<file path="config.mk">
export PLATFORM = sky130hd
export DESIGN_NAME = mod3_acceptor
export DESIGN_NICKNAME = d
export VERILOG_FILES = /design/src/rtl/mod3_pkg.sv /design/src/rtl/mod3_next_state.sv /design/src/rtl/mod3_state_reg.sv /design/src/rtl/mod3_output.sv /design/src/rtl/mod3_acceptor.sv
export SDC_FILE = /design/constraint.sdc
export NUM_CORES = 1
export LEC_CHECK = 0
export BUFFER_PORTS_ARGS = -buffer_cell sky130_fd_sc_hd__buf_2
export CAP_MARGIN = 20
export CORE_AREA = 2 2 39 41
export DETAILED_ROUTE_END_ITERATION = 16
export DIE_AREA = 0 0 41 43
export GPL_ROUTABILITY_DRIVEN = 0
export SYNTH_ARGS = -nofsm -noshare
export SYNTH_HDL_FRONTEND = slang
export SYNTH_SLANG_ARGS = --single-unit
export TNS_END_PERCENT = 10
</file>
<file path="constraint.sdc">
create_clock -name clk -period 2 [get_ports clk]
set_clock_uncertainty 0.2 [all_clocks]
set_input_delay 0.2 -clock clk [delete_from_list [all_inputs] [get_ports clk]]
set_output_delay 0.2 -clock clk [all_outputs]
set_load 0.03 [all_outputs]
</file>
<file path="src/rtl/mod3_pkg.sv">
// Package mod3_pkg
// Shared types and sizes for the modulo-3 acceptor.
// Assumes: residues are held in plain binary; code 3 is never legal.
package mod3_pkg;
    localparam int MODULUS = 3;
    localparam int RES_W   = $clog2(MODULUS);
    localparam int DIG_W   = 2;

    typedef enum logic [RES_W-1:0] {
        RES0    = 2'd0,
        RES1    = 2'd1,
        RES2    = 2'd2,
        RES_BAD = 2'd3
    } res_e;
endpackage

</file>
<file path="src/rtl/mod3_next_state.sv">
// Module mod3_next_state
// Combinational next-state logic of the residue machine.
// Assumes: the caller registers nxt on the clock; the illegal code
// RES_BAD returns to RES0; digit 3 and idle cycles hold the state.
module mod3_next_state
    import mod3_pkg::*;
(
    input  res_e             cur,
    input  logic             valid,
    input  logic             clear,
    input  logic [DIG_W-1:0] digit,
    output res_e             nxt
);
    // Residue after adding one.
    function automatic res_e add_one(input res_e r);
        case (r)
            RES0:    add_one = RES1;
            RES1:    add_one = RES2;
            RES2:    add_one = RES0;
            default: add_one = RES0;
        endcase
    endfunction

    // Residue after adding two.
    function automatic res_e add_two(input res_e r);
        case (r)
            RES0:    add_two = RES2;
            RES1:    add_two = RES0;
            RES2:    add_two = RES1;
            default: add_two = RES0;
        endcase
    endfunction

    // Pick the next residue from the current one and the symbol.
    always_comb begin
        nxt = cur;
        if (cur == RES_BAD) begin
            nxt = RES0;
        end else if (valid) begin
            if (clear) begin
                nxt = RES0;
            end else begin
                case (digit)
                    2'd0:    nxt = cur;
                    2'd1:    nxt = add_one(cur);
                    2'd2:    nxt = add_two(cur);
                    default: nxt = cur;
                endcase
            end
        end
    end
endmodule

</file>
<file path="src/rtl/mod3_state_reg.sv">
// Module mod3_state_reg
// Current-state register of the residue machine.
// Assumes: synchronous, active-low reset to RES0; the symbol inputs
// are passed in only for the assertions that guard this register.
module mod3_state_reg
    import mod3_pkg::*;
(
    input  logic             clk,
    input  logic             rst_n,
    input  logic             valid,
    input  logic             clear,
    input  logic [DIG_W-1:0] digit,
    input  res_e             nxt,
    output res_e             cur
);
    // Load the next residue every clock; reset wins.
    always_ff @(posedge clk) begin
        if (!rst_n) cur <= RES0;
        else        cur <= nxt;
    end

    // reset lands in residue 0.
    a_r1_reset_zero: assert property (@(posedge clk)
        !rst_n |=> cur == RES0);

    // clear symbol forces residue 0.
    a_r4_clear_zero: assert property (@(posedge clk) disable iff (!rst_n)
        (valid && clear) |=> cur == RES0);

    // no symbol, no move.
    a_r5_idle_hold: assert property (@(posedge clk) disable iff (!rst_n)
        !valid |=> $stable(cur));

    // illegal digit 3 holds.
    a_r6_illegal_hold: assert property (@(posedge clk) disable iff (!rst_n)
        (valid && !clear && digit == 2'd3) |=> $stable(cur));

    // a legal digit adds modulo 3.
    a_r2_add_mod3: assert property (@(posedge clk) disable iff (!rst_n)
        (valid && !clear && digit != 2'd3) |=>
        ({1'b0, cur} == ({1'b0, $past(cur)} + {1'b0, $past(digit)}) % 3'd3));
endmodule

</file>
<file path="src/rtl/mod3_output.sv">
// Module mod3_output
// Moore output logic: accept and debug residue from the state only.
// Assumes: state comes straight from the state register.
module mod3_output
    import mod3_pkg::*;
(
    input  res_e             cur,
    output logic             accept,
    output logic [RES_W-1:0] residue
);
    // Decode accept from the state; unknown codes do not accept.
    always_comb begin
        case (cur)
            RES0:    accept = 1'b1;
            RES1:    accept = 1'b0;
            RES2:    accept = 1'b0;
            default: accept = 1'b0;
        endcase
    end

    // Expose the residue code for debug.
    always_comb begin
        residue = cur;
    end
endmodule

</file>
<file path="src/rtl/mod3_acceptor.sv">
// Module mod3_acceptor
// Top level: accepts when the running digit sum is divisible by 3.
// Assumes: one symbol per clock when sym_valid is high; synchronous
// active-low reset; outputs are registered-state Moore outputs.
module mod3_acceptor
    import mod3_pkg::*;
(
    input  logic             clk,
    input  logic             rst_n,
    input  logic             sym_valid,
    input  logic             sym_clear,
    input  logic [DIG_W-1:0] sym_digit,
    output logic             accept,
    output logic [RES_W-1:0] residue
);
    res_e cur_st;
    res_e nxt_st;

    mod3_next_state u_next (
        .cur   (cur_st),
        .valid (sym_valid),
        .clear (sym_clear),
        .digit (sym_digit),
        .nxt   (nxt_st)
    );

    mod3_state_reg u_reg (
        .clk   (clk),
        .rst_n (rst_n),
        .valid (sym_valid),
        .clear (sym_clear),
        .digit (sym_digit),
        .nxt   (nxt_st),
        .cur   (cur_st)
    );

    mod3_output u_out (
        .cur     (cur_st),
        .accept  (accept),
        .residue (residue)
    );

    // the debug residue never shows the unused code.
    a_r8_legal_code: assert property (@(posedge clk) disable iff (!rst_n)
        residue != 2'd3);

    // accept changes only when a symbol or reset was present.
    a_r7_accept_stable: assert property (@(posedge clk) disable iff (!rst_n)
        !sym_valid |=> $stable(accept));
endmodule

</file>
Word-level counts from Yosys, hierarchy flattened
Index checks and enable logic that the tools add are counted.
W data, S select, Z words.
Storage, ports and cells
  output and inout bits: 3
  input bits: 6
  bits in registers: 2
Cells by class
  reductions and logical operators: 4
  bitwise operators: 1
  multiplexer cells: 5
  equal/unequal tests: 5
Operators with widths (number)
  $pmux W2 S2: 3
  $eq A2 B2 Y1 const B: 3
  $eq A2 B1 Y1 const B: 2
  $reduce_bool A3 Y1: 1
  $logic_not A2 Y1: 1
  $mux W2: 1
  $reduce_and A2 Y1: 1
  $reduce_or A2 Y1: 1
  $mux W1: 1
  $not A1 Y1: 1

Longest topological paths before layout
  word-level depth: 4
  mapped depth: 3
  depth with buffers taken out: 3

Cells and area by module
A second synthesis with hierarchy kept.
Second synthesis, totals
  cell total of the unflattened synthesis: 26
  area total of the unflattened synthesis: 196.4 um^2
Modules (own cells, without submodules)
  mod3_next_state: area each 125.1 um^2, seq. area each 0.0 um^2, cells an instance 19, times used 1
  mod3_state_reg: area each 52.6 um^2, seq. area each 40.0 um^2, cells an instance 4, times used 1
  mod3_output: area each 18.8 um^2, seq. area each 0.0 um^2, cells an instance 3, times used 1

Worst setup path after synthesis
Ideal clock, no wire load.
  path type: flip-flop to flip-flop
  start: register u_reg.cur[0]
  end: register u_reg.cur[0]
  setup time: 58 ps
  slack: 597 ps
  period minus slack after synthesis: 1403 ps
  stages on the path, launching flop included: 4
  arrival time: 1145 ps
  cells stage by stage: dfxtp_1 -> or2b_2 -> o21ai_0 -> o211a_1
On the way
  cells in the longest elaborated chain, start to end: 4
  elaborated cells between the ends (all ways): 9
  those cells by class: 3 x eq/ne; 4 x mux; 2 x reduce/logical
Ends and longest elaborated chain
  start: declaration: RTL line mod3_state_reg.sv:14  | output res_e cur
  start signal: assignment: RTL line mod3_state_reg.sv:19  | else cur <= nxt;
  $eq A2 B2 Y1 (tied with other cells): RTL line mod3_next_state.sv:26  | case (r)
  $pmux W2 S2 (on tied branches): RTL line mod3_next_state.sv:26, mod3_next_state.sv:16
  $pmux W2 S2: RTL line mod3_next_state.sv:43  | case (digit)
  $mux W2: RTL line mod3_next_state.sv:40  | if (clear) begin
Several ways; a longest one is shown, not always the timed one.
A chain may end at the register's enable or synchronous reset.

Worst setup path in the final report
  start: register u_reg.cur[1]
  end: register u_reg.cur[0]
The elaborated chain is that of the path after synthesis.

==> reports/summary.txt <==
GLOBAL ROUTING
----------------------------------------------------------------------------------------
Via count of the first global-routing pass                                           175
Number of antenna violations at the first check in global routing                      0
Aggregate global-route resource usage                                              6.30%
Total congestion overflow                                                              0
First-pass GRT wire length                                                   676 microns
Pin count of the biggest net entering global routing                                   8

WORST HOLD PATH
----------------------------------------------------------------------------------------
Critical hold path startpoint                                                      rst_n
Kind of path behind the tightest hold check                                 input port to flip-flop

CTS
----------------------------------------------------------------------------------------
Post CTS Setup Buffer Count                                                            0
Number of buffers inserted during clock tree synthesis                                 3
Post-CTS Hold Fix Bufs                                                                 0
Clock tree from TritonCTS                                                            yes
Clock slew at reported path FFs                                                  0.03 ns
Clock H-tree levels                                                                    1
Worst-skew pair later-pin latency                                                0.22 ns
CTS resizes                                                                            0
Max Buffers Root-to-Sink                                                               2
Clock sinks                                                                            2
Buffer cell driving the clock tree root                                     sky130_fd_sc_hd__clkbuf_4

LAYOUT
----------------------------------------------------------------------------------------
Sequential cell area                                                          40.0 sq um
Registers with the most flip-flops                                          u_reg.cur (2)
NumNets Final                                                                         39
Finished Cell Area                                                             246 sq um
Area Growth Syn to Fin                                                             50.4%
Total of fill cells in the finished design                                           160
Register ranked first by flip-flop count                                       u_reg.cur
Antenna cell count                                                                     0
Max reg flops                                                                          2
Share of cells above drive strength 1                                              38.7%
Multi-input combinational cell area                                            124 sq um

LOGIC SYNTHESIS
----------------------------------------------------------------------------------------
Combinational family with the most area after synthesis                     simple AND/OR/NAND/NOR gates
Sequential share of the synthesized area                                           24.4%
Mapped cell area                                                               164 sq um
Mux share of post-synthesis cell area                                                 0%
Netlist cell types                                                                    11
Average instance area after synthesis                                         8.20 sq um
Xor-xnor portion of the synthesized cell area                                      5.34%
Compound-Gate Fraction of Synth Area                                               30.5%
Yosys Warn Count                                                                       0
Adder-cell area share of the yosys netlist                                            0%
Post-synthesis register bit count                                                      2
Cells after synthesis                                                                 20
Number of nets produced by synthesis                                                  26
Simple-gate area share of the yosys netlist                                        39.7%

DRT
----------------------------------------------------------------------------------------
Vias                                                                                 181
Iter 0 DRT Violations                                                                  2
Remaining antenna violation count                                                      0
Wirelength per Cell                                                         8.53 microns
Vias per inst                                                                       3.85
DRC violation count after routing                                                      0
Final Routed Wirelength                                                      401 microns
Number of search-and-repair iterations in the first detailed-routing pass              2

SETUP PATH
----------------------------------------------------------------------------------------
CP max FO                                                                              7
Critical path buffer and inverter count                                                0
Gate family responsible for the most delay along the worst path             simple AND/OR/NAND/NOR gates
Data required time of the worst path                                             1.96 ns
Type of the worst setup path                                                flip-flop to flip-flop
Launch point of the worst path                                              u_reg.cur[1]$_SDFFE_PP0P_
Arrival @ worst endpoint                                                         1.29 ns
Startpoint type of the worst setup path                                        flip-flop
Slowest cell on the critical path                                           sky130_fd_sc_hd__or3b_1
Startpoint of the most critical register-to-register path                   u_reg.cur[1]$_SDFFE_PP0P_
Cell-by-cell listing of the critical path                                   or3b_1 -> a21oi_1 -> o211a_1
Stage delay of the slowest cell on the critical path                             0.39 ns
CP endpoint kind                                                               flip-flop

FLOORPLANNING
----------------------------------------------------------------------------------------
# rows                                                                                14
Die area                                                                      1760 sq um
I/O pin total                                                                          9
Die span in y                                                                 43 microns
Width of the die                                                              41 microns
Initial cell density of the core                                                   11.8%
Core Footprint                                                                1380 sq um

TIMING
----------------------------------------------------------------------------------------
Measured slew at the worst slew-check pin                                       0.208 ns
Unrepaired setup endpoints after global routing                                    false
Final setup vio count                                                                  0
Final worst path period need                                                     1.32 ns
Maximum clock frequency                                                        0.755 GHz
Tightest slew margin relative to the limit                                         86.1%
Total negative slack                                                                0 ns
Final count of hold timing violations                                                  0
Final period util                                                                  66.2%
Max-slew violation count                                                               0

PWR
----------------------------------------------------------------------------------------
Pwr Density                                                                  628 nW/um^2
Maximum ir drop on the vdd rail                                               0.000277 V
Leakage power                                                                   0.127 nW

RUN STATUS
----------------------------------------------------------------------------------------
Outcome                                                                     finished, final reports clean

PLACED DESIGN
----------------------------------------------------------------------------------------
Cell area after placement                                                      224 sq um
Port buffer count                                                                      8

JOB
----------------------------------------------------------------------------------------
Max-cap violations                                                                     0

[cell type report]
type | count | share of cell area (%)
multi-input combinational | 18 | 50.3
clock buffer | 3 | 9.14
sequential | 2 | 16.2
timing repair buffer | 8 | 16.2
tap | 16 | 8.12
[through the flow]
stage / setup slack [ns] / power [mW] / utilization, % / hold slack [ns] / std cells
3_3_place_gp: 0.696 / 0.0683 / 16.2 / 0.263 / 44
3_5_place_dp: 0.684 / 0.0683 / 16.2 / 0.260 / 44
5_1_grt: 0.566 / 0.165 / 17.8 / 0.0498 / 47
4_1_cts: 0.671 / 0.162 / 17.8 / 0.0251 / 47
6_report: 0.676 / 0.155 / 17.8 / 0.0309 / 47
2_1_floorplan: 0.597 / 0.0571 / - / 0.148 / 20
[routing by layer]
metal	track usage, %	share of wire (%)
met5	0	0
met4	8.00	0
met3	3.66	8.2
met2	7.19	41
met1	6.67	50
[worst paths after layout]
check        depth (start not counted)                   endpoint  slack [ns]
max                                  3  u_reg.cur[0]$_SDFFE_PP0P_        0.68
min                                  2  u_reg.cur[0]$_SDFFE_PP0P_        0.03
max reg2reg                          3  u_reg.cur[0]$_SDFFE_PP0P_        0.68
min reg2reg                          3  u_reg.cur[1]$_SDFFE_PP0P_        0.49
[cells by family after synthesis]
kind of cell | Yosys count
and+or+nand+nor | 9
xor gates and xnor gates | 1
AOI/OAI and AO/OA | 8
DFF | 2
[synth_stat cells]
master | number | area share, %
sky130_fd_sc_hd__a21oi_1 | 4 | 12
sky130_fd_sc_hd__dfxtp_1 | 2 | 24
sky130_fd_sc_hd__nand2b_1 | 2 | 7.6
sky130_fd_sc_hd__nand3b_1 | 2 | 9.2
sky130_fd_sc_hd__nor2_1 | 1 | 2.3
sky130_fd_sc_hd__o211a_1 | 2 | 12
sky130_fd_sc_hd__o21ai_0 | 2 | 6.1
sky130_fd_sc_hd__or2b_1 | 1 | 4.6
sky130_fd_sc_hd__or2b_2 | 1 | 5.3
sky130_fd_sc_hd__or3b_1 | 2 | 11
sky130_fd_sc_hd__xor2_1 | 1 | 5.3
[power breakdown]
part	leakage, nW	switching [mW]	internal, mW	total, mW
combinational	0.0969	0.0135	0.0115	0.0251
sequential	0.0162	0.00153	0.0412	0.0428
clock	0.0138	0.0209	0.0660	0.0869
total	0.127	0.0360	0.119	0.155
[cell usage in the layout (no fill, tap or decap)]
cell type / n
sky130_fd_sc_hd__dfxtp_1: 2
sky130_fd_sc_hd__xor2_1: 1
sky130_fd_sc_hd__or3b_1: 2
sky130_fd_sc_hd__o21ai_0: 2
sky130_fd_sc_hd__nand2b_1: 2
sky130_fd_sc_hd__or2b_1: 1
sky130_fd_sc_hd__o211a_1: 2
sky130_fd_sc_hd__clkbuf_4: 3
sky130_fd_sc_hd__buf_2: 8
sky130_fd_sc_hd__nor2_1: 1
sky130_fd_sc_hd__nand3b_1: 2
sky130_fd_sc_hd__a21oi_1: 4
sky130_fd_sc_hd__or2b_2: 1
(Power assumes the default switching activity.)
